==> src/rtl/crt_pkg.sv <==
// Shared types for the capture/reload timer.
// Assumes an 8-bit control register whose bit order software decodes.
package crt_pkg;
    localparam int unsigned ADDR_W = 3;

    // Control register, bit 7 first.
    typedef struct packed {
        logic ovf;      // overflow flag
        logic ext;      // trigger flag
        logic rx_sel;   // receive baud select
        logic tx_sel;   // transmit baud select
        logic ext_en;   // trigger enable
        logic run;      // run
        logic cnt_sel;  // external count select
        logic cap_sel;  // capture select
    } crt_ctrl_t;

    typedef enum logic [ADDR_W-1:0] {
        A_CTRL   = 3'd0,
        A_CNT_LO = 3'd1,
        A_CNT_HI = 3'd2,
        A_CAP_LO = 3'd3,
        A_CAP_HI = 3'd4
    } crt_addr_e;
endpackage

==> src/rtl/crt_edge_sync.sv <==
// Synchronizes an asynchronous pin through STAGES flops.
// Flags a falling edge for one cycle by comparing the last two synchronized samples.
// Assumes the pin idles high. STAGES must be at least 2.
module crt_edge_sync #(
    parameter int unsigned STAGES = 2
) (
    input  logic clk,
    input  logic rst_n,
    input  logic pin_i,
    output logic fall_o
);
    logic [STAGES-1:0] sync_q;
    logic              prev_q;

    // Shift the pin through the synchronizer and keep the previous sample.
    always_ff @(posedge clk) begin
        if (!rst_n) begin
            sync_q <= '1;
            prev_q <= 1'b1;
        end else begin
            sync_q <= {sync_q[STAGES-2:0], pin_i};
            prev_q <= sync_q[STAGES-1];
        end
    end

    // A high-to-low change between the two newest samples is a falling edge.
    assign fall_o = prev_q & ~sync_q[STAGES-1];

    // A falling edge can never be flagged on two cycles in a row.
    a_r11_single_pulse: assert property (@(posedge clk) disable iff (!rst_n)
        fall_o |=> !fall_o);
endmodule

==> src/rtl/crt_ctrl_reg.sv <==
// Control register with two sticky status flags.
// A bus write loads all bits. A hardware set of a flag is ORed in afterwards, so it wins over a clear in the same cycle.
module crt_ctrl_reg
    import crt_pkg::*;
(
    input  logic      clk,
    input  logic      rst_n,
    input  logic      wr_i,
    input  crt_ctrl_t wdata_i,
    input  logic      ovf_set_i,
    input  logic      ext_set_i,
    output crt_ctrl_t ctrl_o
);
    crt_ctrl_t ctrl_q, ctrl_d;

    // Next value: the bus write first, then the hardware flag sets.
    always_comb begin
        ctrl_d = ctrl_q;
        if (wr_i) ctrl_d = wdata_i;
        ctrl_d.ovf = ctrl_d.ovf | ovf_set_i;
        ctrl_d.ext = ctrl_d.ext | ext_set_i;
    end

    // Register the control byte.
    always_ff @(posedge clk) begin
        if (!rst_n) ctrl_q <= '0;
        else        ctrl_q <= ctrl_d;
    end

    assign ctrl_o = ctrl_q;

    a_r5_ovf_sticky: assert property (@(posedge clk) disable iff (!rst_n)
        (ctrl_q.ovf && !wr_i) |=> ctrl_q.ovf);
    a_r10_ovf_hw_wins: assert property (@(posedge clk) disable iff (!rst_n)
        ovf_set_i |=> ctrl_q.ovf);
    a_r10_ext_hw_wins: assert property (@(posedge clk) disable iff (!rst_n)
        ext_set_i |=> ctrl_q.ext);
endmodule

==> src/rtl/crt_counter.sv <==
// Up-counter and capture/reload register pair, each 2*DATA_W bits wide.
// Count priority: bus byte write, then reload or wrap on overflow, then trigger reload, then increment.
// For the register pair, a hardware capture wins over a bus write.
module crt_counter #(
    parameter int unsigned DATA_W = 8
) (
    input  logic                clk,
    input  logic                rst_n,
    input  logic                cnt_evt_i,
    input  logic                reload_mode_i,
    input  logic                trig_reload_i,
    input  logic                trig_capture_i,
    input  logic                wr_cnt_lo_i,
    input  logic                wr_cnt_hi_i,
    input  logic                wr_cap_lo_i,
    input  logic                wr_cap_hi_i,
    input  logic [DATA_W-1:0]   wdata_i,
    output logic [2*DATA_W-1:0] count_o,
    output logic [2*DATA_W-1:0] cap_o,
    output logic                ovf_o
);
    localparam int unsigned CNT_W = 2 * DATA_W;

    logic [CNT_W-1:0] count_q, count_d;
    logic [CNT_W-1:0] cap_q, cap_d;

    // An overflow is a count event that finds the count at all ones.
    assign ovf_o = cnt_evt_i & (&count_q);

    // Next count value.
    always_comb begin
        count_d = count_q;
        if (ovf_o)               count_d = reload_mode_i ? cap_q : '0;
        else if (trig_reload_i)  count_d = cap_q;
        else if (cnt_evt_i)      count_d = count_q + 1'b1;
        if (wr_cnt_lo_i) count_d[DATA_W-1:0]     = wdata_i;
        if (wr_cnt_hi_i) count_d[CNT_W-1:DATA_W] = wdata_i;
    end

    // Next register pair value.
    always_comb begin
        cap_d = cap_q;
        if (wr_cap_lo_i) cap_d[DATA_W-1:0]     = wdata_i;
        if (wr_cap_hi_i) cap_d[CNT_W-1:DATA_W] = wdata_i;
        if (trig_capture_i) cap_d = count_q;
    end

    // Register the count and the register pair.
    always_ff @(posedge clk) begin
        if (!rst_n) begin
            count_q <= '0;
            cap_q   <= '0;
        end else begin
            count_q <= count_d;
            cap_q   <= cap_d;
        end
    end

    assign count_o = count_q;
    assign cap_o   = cap_q;

    a_r4_reload: assert property (@(posedge clk) disable iff (!rst_n)
        (ovf_o && reload_mode_i && !wr_cnt_lo_i && !wr_cnt_hi_i)
        |=> count_q == $past(cap_q));
    a_r4_wrap: assert property (@(posedge clk) disable iff (!rst_n)
        (ovf_o && !reload_mode_i && !wr_cnt_lo_i && !wr_cnt_hi_i)
        |=> count_q == '0);
    a_r6_capture: assert property (@(posedge clk) disable iff (!rst_n)
        trig_capture_i |=> cap_q == $past(count_q));
    a_r3_hold: assert property (@(posedge clk) disable iff (!rst_n)
        (!cnt_evt_i && !trig_reload_i && !wr_cnt_lo_i && !wr_cnt_hi_i)
        |=> count_q == $past(count_q));
endmodule

==> src/rtl/cap_reload_timer.sv <==
// Top of the capture/reload timer.
// Ties together the pin synchronizers, the control register and the counter.
// Decodes bus writes, registers the baud pulses and muxes the read data.
// Assumes the external pins idle high and that DATA_W is the control register width.
module cap_reload_timer
    import crt_pkg::*;
#(
    parameter int unsigned DATA_W      = 8,
    parameter int unsigned SYNC_STAGES = 2
) (
    input  logic              clk,
    input  logic              rst_n,
    input  logic              wr_en,
    input  logic [ADDR_W-1:0] addr,
    input  logic [DATA_W-1:0] wdata,
    output logic [DATA_W-1:0] rdata,
    input  logic              tick_en,
    input  logic              cnt_pin,
    input  logic              trig_pin,
    output logic              irq,
    output logic              rx_baud_pulse,
    output logic              tx_baud_pulse
);
    localparam int unsigned CNT_W = 2 * DATA_W;

    crt_ctrl_t        ctrl;
    logic             cnt_fall, trig_fall;
    logic             baud, cnt_evt, trig_evt, ovf;
    logic             wr_ctrl, wr_cnt_lo, wr_cnt_hi, wr_cap_lo, wr_cap_hi;
    logic [CNT_W-1:0] count, cap;

    crt_edge_sync #(.STAGES(SYNC_STAGES)) u_cnt_sync (
        .clk(clk), .rst_n(rst_n), .pin_i(cnt_pin), .fall_o(cnt_fall));
    crt_edge_sync #(.STAGES(SYNC_STAGES)) u_trig_sync (
        .clk(clk), .rst_n(rst_n), .pin_i(trig_pin), .fall_o(trig_fall));

    // Bus write decode.
    always_comb begin
        wr_ctrl   = wr_en && (addr == A_CTRL);
        wr_cnt_lo = wr_en && (addr == A_CNT_LO);
        wr_cnt_hi = wr_en && (addr == A_CNT_HI);
        wr_cap_lo = wr_en && (addr == A_CAP_LO);
        wr_cap_hi = wr_en && (addr == A_CAP_HI);
    end

    // Event qualification from the control bits.
    always_comb begin
        baud     = ctrl.rx_sel | ctrl.tx_sel;
        cnt_evt  = ctrl.run & (ctrl.cnt_sel ? cnt_fall : tick_en);
        trig_evt = ctrl.ext_en & ~baud & trig_fall;
    end

    crt_ctrl_reg u_ctrl (
        .clk(clk), .rst_n(rst_n), .wr_i(wr_ctrl),
        .wdata_i(crt_ctrl_t'(wdata)),
        .ovf_set_i(ovf & ~baud), .ext_set_i(trig_evt),
        .ctrl_o(ctrl));

    crt_counter #(.DATA_W(DATA_W)) u_cnt (
        .clk(clk), .rst_n(rst_n),
        .cnt_evt_i(cnt_evt),
        .reload_mode_i(baud | ~ctrl.cap_sel),
        .trig_reload_i(trig_evt & ~ctrl.cap_sel),
        .trig_capture_i(trig_evt & ctrl.cap_sel),
        .wr_cnt_lo_i(wr_cnt_lo), .wr_cnt_hi_i(wr_cnt_hi),
        .wr_cap_lo_i(wr_cap_lo), .wr_cap_hi_i(wr_cap_hi),
        .wdata_i(wdata),
        .count_o(count), .cap_o(cap), .ovf_o(ovf));

    // Baud pulses, one cycle after each overflow.
    always_ff @(posedge clk) begin
        if (!rst_n) begin
            rx_baud_pulse <= 1'b0;
            tx_baud_pulse <= 1'b0;
        end else begin
            rx_baud_pulse <= ovf & ctrl.rx_sel;
            tx_baud_pulse <= ovf & ctrl.tx_sel;
        end
    end

    // Read data mux.
    always_comb begin
        case (addr)
            A_CTRL:   rdata = ctrl;
            A_CNT_LO: rdata = count[DATA_W-1:0];
            A_CNT_HI: rdata = count[CNT_W-1:DATA_W];
            A_CAP_LO: rdata = cap[DATA_W-1:0];
            A_CAP_HI: rdata = cap[CNT_W-1:DATA_W];
            default:  rdata = '0;
        endcase
    end

    assign irq = ctrl.ovf | ctrl.ext;

    a_r9_rx_needs_sel: assert property (@(posedge clk) disable iff (!rst_n)
        rx_baud_pulse |-> $past(ctrl.rx_sel));
    a_r9_tx_needs_sel: assert property (@(posedge clk) disable iff (!rst_n)
        tx_baud_pulse |-> $past(ctrl.tx_sel));
    a_r5_baud_no_ovf: assert property (@(posedge clk) disable iff (!rst_n)
        (baud && !ctrl.ovf && !wr_ctrl) |=> !ctrl.ovf);
    a_r8_no_trig_flag: assert property (@(posedge clk) disable iff (!rst_n)
        (!ctrl.ext_en && !ctrl.ext && !wr_ctrl) |=> !ctrl.ext);
endmodule

==> config.mk <==
export PLATFORM = sky130hd
export DESIGN_NAME = cap_reload_timer
export DESIGN_NICKNAME = d
export VERILOG_FILES = /design/src/rtl/crt_pkg.sv /design/src/rtl/crt_edge_sync.sv /design/src/rtl/crt_ctrl_reg.sv /design/src/rtl/crt_counter.sv /design/src/rtl/cap_reload_timer.sv
export SDC_FILE = /design/constraint.sdc
export NUM_CORES = 1
export LEC_CHECK = 0
export BUFFER_PORTS_ARGS = -buffer_cell sky130_fd_sc_hd__buf_2
export CAP_MARGIN = 5
export CORE_ASPECT_RATIO = 0.8
export CORE_UTILIZATION = 57
export CTS_CLUSTER_DIAMETER = 50
export DETAILED_ROUTE_END_ITERATION = 8
export HOLD_SLACK_MARGIN = 0.03
export PLACE_DENSITY = 0.77
export SYNTH_ARGS = -nofsm -noshare
export SYNTH_HDL_FRONTEND = slang
export SYNTH_SLANG_ARGS = --single-unit
==> constraint.sdc <==
create_clock -name clk -period 2.6 [get_ports clk]
set_input_delay 0.52 -clock clk [delete_from_list [all_inputs] [get_ports clk]]
set_output_delay 0.52 -clock clk [all_outputs]
set_load 0.05 [all_outputs]
==> results.toml, run 1 <==
[yosys]
syn_nets = 368
ys_types = 49
async_reset_ff_share_pct = 0
ys_seq_area_share_pct = 34.0
netlist_area_um2 = 2820
synthCells = 350
synth-seq-cells = 48
synth_ff_type = "dfxtp_1"
synth_area_per_cell_um2 = 8.07
ys_warn_count = 0
synth-edff-count = 0

[setup_path]
critPathLaunch = "addr[0]"
cpMostUsedCell = "buf_2"
r2r_start = "u_cnt.count_o[11]"
crit_required_ps = 2080
r2r_setup_slack_ps = 420
path_delay_family = "buffers and inverters"
crit_path_cell_trace = "buf_2, mux4_2, inv_1, o21ai_1, buf_2"
crit_end = "rdata[0]"
cp_slowest_cell = "mux4_2"
cp_max_fo = 15
cp_slowest_stage_delay_ps = 540
critical_path_class = "input pin to primary output"
end_kind = "primary output"
start_kind = "input pin"
worst-path-buf-inv = 3
arrival_ps = 1700
ff2ff_path_depth = 7
reg2reg_to = "u_cnt.count_o[14]"
cp.depth = 5

[grt]
grt_antenna_before_repair = 0
grt_first_pass_wirelength_um = 13500
grt_max_degree = 26
grt_usage_pct = 35.0
grt_remaining_overflow = 0
grt_pass1_vias = 2646

[die]
core.rowCount = 22
die_area_um2 = 5240
die_x_um = 80.7
io_pins = 28
start_util_pct = 60.3
die_h_um = 65.0
core_area_um2 = 4680

[placed_design]
dp_cells = 433
place_congestion = 1.00
postPlaceCellArea_um2 = 3120
dpl.hpwl_um = 6120
port-buffer-count = 27

[pwr]
ir_worst_vdd_mv = 0.358
p_leak_nw = 1.31
power_mw = 1.45
power_density_nw_per_um2 = 450

[status]
outcome = "complete, no violations"

[cells_and_area]
seq_area_um2 = 961
fillers = 395
stdcell_area_um2 = 3210
syn_to_final_growth_pct = 13.8
diodes = 0
final_cells = 441
nets = 398
final_layout_size_suffix_gt1_share_pct = 18.9
fin_util_pct = 68.7
multi_input_comb_area_um2 = 1770

[cts]
cts_resized = 0
path_clk_slew_ps = 90
clockBufferDepth = 2
root_buffer = "clkbuf_8"
htreeDepth = 2
cts_buffers = 5
clk_latency_ps = 320
cts_setup_buffers = 0
clkSinkCount = 48
cts_tree = "done"
ctsHoldBuffers = 0

[route]
route.detailed.drc = 0
drtIter0Drc = 204
first_pass_iters = 5
routed-via-count = 2858
wl_per_cell_um = 19.1
postRouteWirelength_um = 8430
viasPerCell = 6.48
ant_nets = 0

[timing]
worstMarginPinSlew_ps = 795
clock_skew_ps = 5.87
fin_tns_setup_ps = 0
rsz0062_at_grt = "false"
finalHoldViolCount = 0
setup_violations = 0
max_slew_margin_pct = 46.6
finalCritPeriodShare_pct = 85.3
drv_slew = 0
fmaxAchievable_mhz = 451
fin_crit_ps = 2220

[min_path]
hold_path_class = "input pin to register"

[flow_run]
drv_cap = 0
synthesized netlist by cell type, types with 2 or more instances:
cell type,number,share of area [%]
a21oi_1,18,3.2
a211oi_1,16,4.3
nand4_1,7,1.6
nand2b_1,7,1.6
nor3_1,5,0.89
a221o_1,7,2.5
a221oi_1,4,1.2
and4_1,3,0.93
dfxtp_1,48,34
o31ai_1,2,0.53
clkbuf_1,15,2.0
mux2i_1,31,11
nor2b_1,3,0.66
inv_1,4,0.53
a31oi_1,4,0.89
xnor2_1,4,1.2
buf_2,4,0.71
and3_1,4,0.89
nor2_1,38,5.1
buf_6,2,0.80
nand3_1,10,1.8
o21ai_0,18,3.2
and3b_1,3,0.93
nand2_1,48,6.4
xor2_1,8,2.5
buf_1,3,0.40
o211ai_1,3,0.80
o22ai_1,8,1.8
nand3b_1,2,0.53
clkbuf_2,2,0.35
through the flow:
stage                     hold slack [ps]  setup slack [ps]
after floorplan                       386               281
after global placement                388               409
after detailed placement              395               383
after CTS                             376               386
after global routing                  372               306
final                                 380               383
layout make-up:
class / count / area share [%]
clock buffers: 5 / 2.14
clock inverters: 3 / 0.701
inverters: 5 / 0.584
multi-input cells: 271 / 55.0
flip-flops and latches: 48 / 29.9
well taps: 60 / 2.34
repair buffers: 49 / 9.34
placed cells by master, fill, tap and decap left out, drive strengths merged, types with 3 or more instances in the layout:
cell    instances
nor2b           3
a221oi          4
nand4           7
and4            3
a211oi         16
a221o           7
nand3          10
buf            49
dfxtp          48
o211ai          3
a21oi          18
clkinv          3
clkbuf          5
nand2b          7
inv             5
xnor2           4
and3b           3
o22ai           8
and3            5
o21ai          18
xor2            8
nor2           38
nand2          48
nor3            5
a31oi           4
mux2i          31
power breakdown:
| group | internal (mW) | leakage (nW) | switching, mW |
|---|---|---|---|
| Sequential | 0.756 | 0.390 | 0.0198 |
| Clock | 0.193 | 0.0485 | 0.284 |
| Combinational | 0.0730 | 0.876 | 0.120 |
metal layers:
layer	up-vias	part of all wire [%]	GRT usage [%]
met3	23	8.0	6.62
met2	157	44	54.8
met5	-	0	0
met1	1347	46	47.3
li1	1331	-	-
met4	0	2.6	13.2
sequential cells by signal, indices dropped and copies added (netlist names):
name / cells
rx_baud_pulse: 1
tx_baud_pulse: 1
u_cnt.cap_o: 16
u_cnt.count_o: 16
u_cnt_sync.prev_q: 1
u_cnt_sync.sync_q: 2
u_ctrl.ctrl_o: 8
u_trig_sync.prev_q: 1
u_trig_sync.sync_q: 2
worst min path at each step:
| stage | to | start | depth (start not counted) | slack (ps) |
|---|---|---|---|---|
| 2_1_floorplan | u_cnt_sync.sync_q[1] | u_cnt_sync.sync_q[0] | 1 | 390 |
| 3_3_place_gp | u_cnt_sync.sync_q[1] | u_cnt_sync.sync_q[0] | 1 | 390 |
| 3_5_place_dp | u_trig_sync.sync_q[1] | u_trig_sync.sync_q[0] | 1 | 390 |
| 4_1_cts | u_trig_sync.sync_q[0] | trig_pin | 2 | 380 |
| 5_1_grt | u_trig_sync.sync_q[0] | trig_pin | 2 | 370 |
| 6_report | u_trig_sync.sync_q[0] | trig_pin | 2 | 380 |
kinds of logic (layout without fill, tap and decap cells):
family                     Yosys count  count (layout)  share of synthesized area [%]
and+or+nand+nor                    138             138                           23.9
muxes                               32              32                           11.8
xor gates and xnor gates            12              12                           3.72
AOI/OAI and AO/OA                   88              88                           21.2
adders and majority gates            1               1                          0.443
DFF                                 48              48                           34.0
buffers and inverters               31              62                           4.92
No activity file was read; power rests on OpenSTA's default activity.
==> inputs of run 2 (changes only) <==
- CORE_UTILIZATION: 57 -> 53
- PLACE_DENSITY: 0.77 -> 0.76
- clock period: 2.6 -> 1.9 ns (I/O delays scaled with it)
==> results.toml, run 2 (synthesis gave the netlist of run 1 again) <==
[timing]
fin_hold_ws_ps = 234
setup_violations = 8
fmaxAchievable_mhz = 513
finalCritPeriodShare_pct = 103
fin_crit_ps = 1950
clock_skew_ps = 8.55
finalHoldViolCount = 0
max_slew_margin_pct = 73.7
timing.final.ws_setup_ps = -48.5
worstMarginPinSlew_ps = 395
drv_slew = 0
fin_tns_setup_ps = -142
rsz0062_at_grt = "true"

[route]
routed-via-count = 3044
first_pass_iters = 5
route.detailed.drc = 0
ant_nets = 0
drtIter0Drc = 334
viasPerCell = 6.33
wl_met2_um = 4270
top_layer_used = "met4"
wl_met3_um = 1120
drt-met1-wl_um = 3810
postRouteWirelength_um = 9440
wl_per_cell_um = 19.6

[setup_path]
critical_path_class = "register to primary output"
arrival_ps = 1570
crit_required_ps = 1520
r2r_setup_slack_ps = -20
ff2ff_path_depth = 6
r2r_start = "u_ctrl.ctrl_o[2]"
reg2reg_to = "u_cnt.count_o[10]"
start_kind = "register"
critPathLaunch = "u_cnt.count_o[0]"
crit_end = "rdata[0]"
end_kind = "primary output"
cp_max_fo = 4

[pwr]
p_leak_nw = 1.51
ir_worst_vdd_mv = 0.514
power_density_nw_per_um2 = 562

[die]
die_area_um2 = 5630
io_pins = 28
die_h_um = 67.3
core.rowCount = 23
core_area_um2 = 5060
start_util_pct = 55.8
die_x_um = 83.6

[grt]
grt_remaining_overflow = 0
grt_max_degree = 33
grt_pass1_vias = 2772
grt_usage_pct = 35.1
grt_first_pass_wirelength_um = 14900
grt_antenna_before_repair = 0

[placed_design]
dpl.hpwl_um = 6840
place_congestion = 1.01
port-buffer-count = 27

[cts]
path_clk_slew_ps = 100
ctsHoldBuffers = 0
htreeDepth = 2
root_buffer = "clkbuf_8"
cts_buffers = 5
clockBufferDepth = 2
cts_tree = "done"
clk_latency_ps = 320
clkSinkCount = 48

[flow_run]
drv_cap = 0

[status]
violations = "negative setup slack"
outcome = "finished, violations left"

[cells_and_area]
fillers = 398
syn_to_final_growth_pct = 30.4
nets = 436
fin_util_pct = 72.7
final_cell_mix = "60 x buf_4, 48 x nand2_1, 41 x dfxtp_1"
layout_commonest_cell = "buf_4"
diodes = 0
final_layout_size_suffix_gt1_share_pct = 32.2

[min_path]
hold_path_class = "input pin to register"
run 2: cell count changes in the layout (fill, tap and decap cells not counted), sizes merged:
cell	change
buf	+36
clkbuf	+3
clkinv	-1
run 2: metal layers:
| layer | vias up | track usage, % |
|---|---|---|
| li1 | 1411 | - |
| met1 | 1417 | 46.6 |
| met2 | 192 | 56.3 |
| met3 | 24 | 8.56 |
| met4 | 0 | 12.3 |
| met5 | - | 0 |
run 2: stage by stage:
step | total power, mW | instance area [µm²] | worst slack, ps | cells
3_5_place_dp | 1.39 | 3430 | -99.9 | 466
3_3_place_gp | 1.38 | 3430 | -49.0 | 466
4_1_cts | 2.05 | 3590 | -40.7 | 479
5_1_grt | 2.13 | 3680 | -76.4 | 481
6_report | 2.07 | 3680 | -48.5 | 481
2_1_floorplan | 1.26 | 2930 | -26.3 | 350
run 2: repair_timing:
| item | 4_1_cts | 5_1_grt |
|---|---|---|
| cloned | 0 | 0 |
| pin swaps | 8 | 13 |
| gates resized for setup | 13 | 28 |
| endpoints found under the setup margin | 16 | 22 |
| setup buffers | 5 | 2 |
run 2: power breakdown:
group / switching, mW / internal (mW) / total [mW]
registers: 0.0226 / 1.03 / 1.06
logic: 0.195 / 0.134 / 0.329
clock network: 0.385 / 0.298 / 0.684
total: 0.603 / 1.47 / 2.07
run 2: worst min-delay path by stage:
stage,from,endpoint,slack [ps],cells after the start
finish,cnt_pin,u_cnt_sync.sync_q[0],230,2
CTS,cnt_pin,u_cnt_sync.sync_q[0],240,2
floorplan,u_cnt_sync.sync_q[0],u_cnt_sync.sync_q[1],390,1
global route,trig_pin,u_trig_sync.sync_q[0],240,2
detailed placement,u_cnt_sync.sync_q[0],u_cnt_sync.sync_q[1],400,1
global placement,u_cnt_sync.sync_q[0],u_cnt_sync.sync_q[1],390,1
run 2: worst max-delay path, cell delays in order (launching register included):
cell     delay [ps]
dfxtp_4         370
buf_6           120
mux4_2          450
inv_2            80
o21ai_4          60
buf_6           160
run 2: area by class of cell:
| type | instances | area, µm² | share of cell area [%] |
|---|---|---|---|
| Inverter | 5 | 18.8 | 0.510 |
| Clock buffer | 6 | 82.6 | 2.24 |
| Tap cell | 62 | 77.6 | 2.11 |
| Sequential cell | 48 | 972 | 26.4 |
| Clock inverter | 2 | 13.8 | 0.374 |
| Timing Repair Buffer | 87 | 631 | 17.1 |
| Multi-Input combinational cell | 271 | 1890 | 51.2 |
==> inputs of run 3 (changes only) <==
- CORE_ASPECT_RATIO: 0.8 -> unset
==> results.toml, run 3 (synthesis gave the netlist of run 1 again) <==
[timing]
rsz0062_at_grt = "true"
drv_slew = 0
fmaxAchievable_mhz = 516
clock_skew_ps = 13.3
worstMarginPinSlew_ps = 399
max_slew_margin_pct = 73.4
finalHoldViolCount = 0
timing.final.ws_setup_ps = -37.8
setup_violations = 6
finalCritPeriodShare_pct = 102
fin_crit_ps = 1940

[route]
route.detailed.drc = 0
first_pass_iters = 7
drtIter0Drc = 316
routed-via-count = 3106
ant_nets = 0
postRouteWirelength_um = 9360
wl_per_cell_um = 19.5
viasPerCell = 6.46

[die]
die_x_um = 75.0
start_util_pct = 55.3
core_area_um2 = 5110
die_h_um = 75.0
core.rowCount = 26
io_pins = 28
die_area_um2 = 5620

[cts]
cts_tree = "done"
cts_buffers = 5
htreeDepth = 2
clkSinkCount = 48
root_buffer = "clkbuf_8"
path_clk_slew_ps = 90
clockBufferDepth = 2
clk_latency_ps = 310

[min_path]
hold_start = "cnt_pin"
hold_end = "u_cnt_sync.sync_q[0]"
hold_depth = 2
hold_path_class = "input pin to register"

[setup_path]
start_kind = "register"
end_kind = "register"
reg2reg_to = "u_cnt.count_o[10]"
r2r_setup_slack_ps = -40
ff2ff_path_depth = 6
critPathLaunch = "u_ctrl.ctrl_o[2]"
cp_max_fo = 8
crit_required_ps = 2100
critical_path_class = "register to register"
arrival_ps = 2140
r2r_start = "u_ctrl.ctrl_o[2]"

[cells_and_area]
final_cell_mix = "50 x buf_4, 48 x nand2_1, 41 x dfxtp_1"
layout_commonest_cell = "buf_4"
syn_to_final_growth_pct = 29.4
nets = 428
final_layout_size_suffix_gt1_share_pct = 29.2
diodes = 0
fillers = 419

[grt]
grt_antenna_before_repair = 0
grt_max_degree = 22
grt_remaining_overflow = 0
grt_usage_pct = 35.1
grt_pass1_vias = 2753
grt_first_pass_wirelength_um = 14400

[pwr]
p_leak_nw = 1.48
power_density_nw_per_um2 = 592
ir_worst_vdd_mv = 0.393
power_mw = 2.16

[placed_design]
port-buffer-count = 27
place_congestion = 0.962
dpl.hpwl_um = 6830
dp_slack_ps = -68.3

[flow_run]
drv_cap = 0

[status]
violations = "negative setup slack"
outcome = "finished, violations left"
## run 3: changes by cell type in the layout (fill, tap and decap cells not counted), sizes merged
cell	previous run	this run
clkbuf	8	9
buf	85	76
inv	5	4
bufinv	0	1
## run 3: worst max-delay path by stage
stage,end,slack (ps),depth (start not counted)
finish,u_cnt.count_o[10],-40,6
global route,u_cnt.count_o[12],-90,7
CTS,rdata[0],0.4,5
detailed placement,rdata[5],-70,7
global placement,rdata[1],-30,6
floorplan,u_cnt.count_o[10],-30,8
## run 3: metrics by stage
step | utilization, % | hold WS (ps) | instance area, µm² | TNS, ps | std cells
6_report | 71.5 | 250 | 3650 | -163 | 481
5_1_grt | 71.5 | 240 | 3650 | -674 | 481
4_1_cts | 70.1 | 238 | 3580 | 0 | 480
3_5_place_dp | 67.5 | 400 | 3450 | -144 | 473
3_3_place_gp | 67.5 | 394 | 3450 | -77.6 | 473
2_1_floorplan | - | 386 | 2930 | -158 | 350
## run 3: power by group
part	leakage (nW)	switching [mW]	internal, mW
logic	1.03	0.189	0.125
registers	0.394	0.0252	1.03
clock network	0.0614	0.359	0.431
## run 3: what timing repair did
action                     in CTS  in global routing
hold buffers                    0                  0
resized for setup               8                 25
setup endpoints to repair       6                 18
pin swaps                       1                 11
buffers inserted                0                  2
## run 3: worst max-delay path: stages (launching register included)
cell     delay (ps)
dfxtp_1         360
and4b_1         260
o21ba_1         240
and2_4          190
a21o_4          250
and3_4          190
a221o_1         340
## run 3: final cells by class
| class | instances | area (µm²) | share of cell area [%] |
|---|---|---|---|
| clock inverter | 2 | 38.8 | 1.06 |
| sequential | 48 | 975 | 26.7 |
| timing repair buffer | 79 | 583 | 16.0 |
| clock buffer | 6 | 82.6 | 2.26 |
| multi-input combinational | 271 | 1870 | 51.1 |
| tap | 70 | 87.6 | 2.40 |
| inverter | 5 | 18.8 | 0.514 |
## run 3: metal layers
layer  routed length, µm  share of wire (%)  global-route usage [%]
met5                   0                  0                       0
met4                 416                4.4                    15.9
met3                 874                9.3                    5.09
met2                4320                 46                    57.2
met1                3750                 40                    46.3
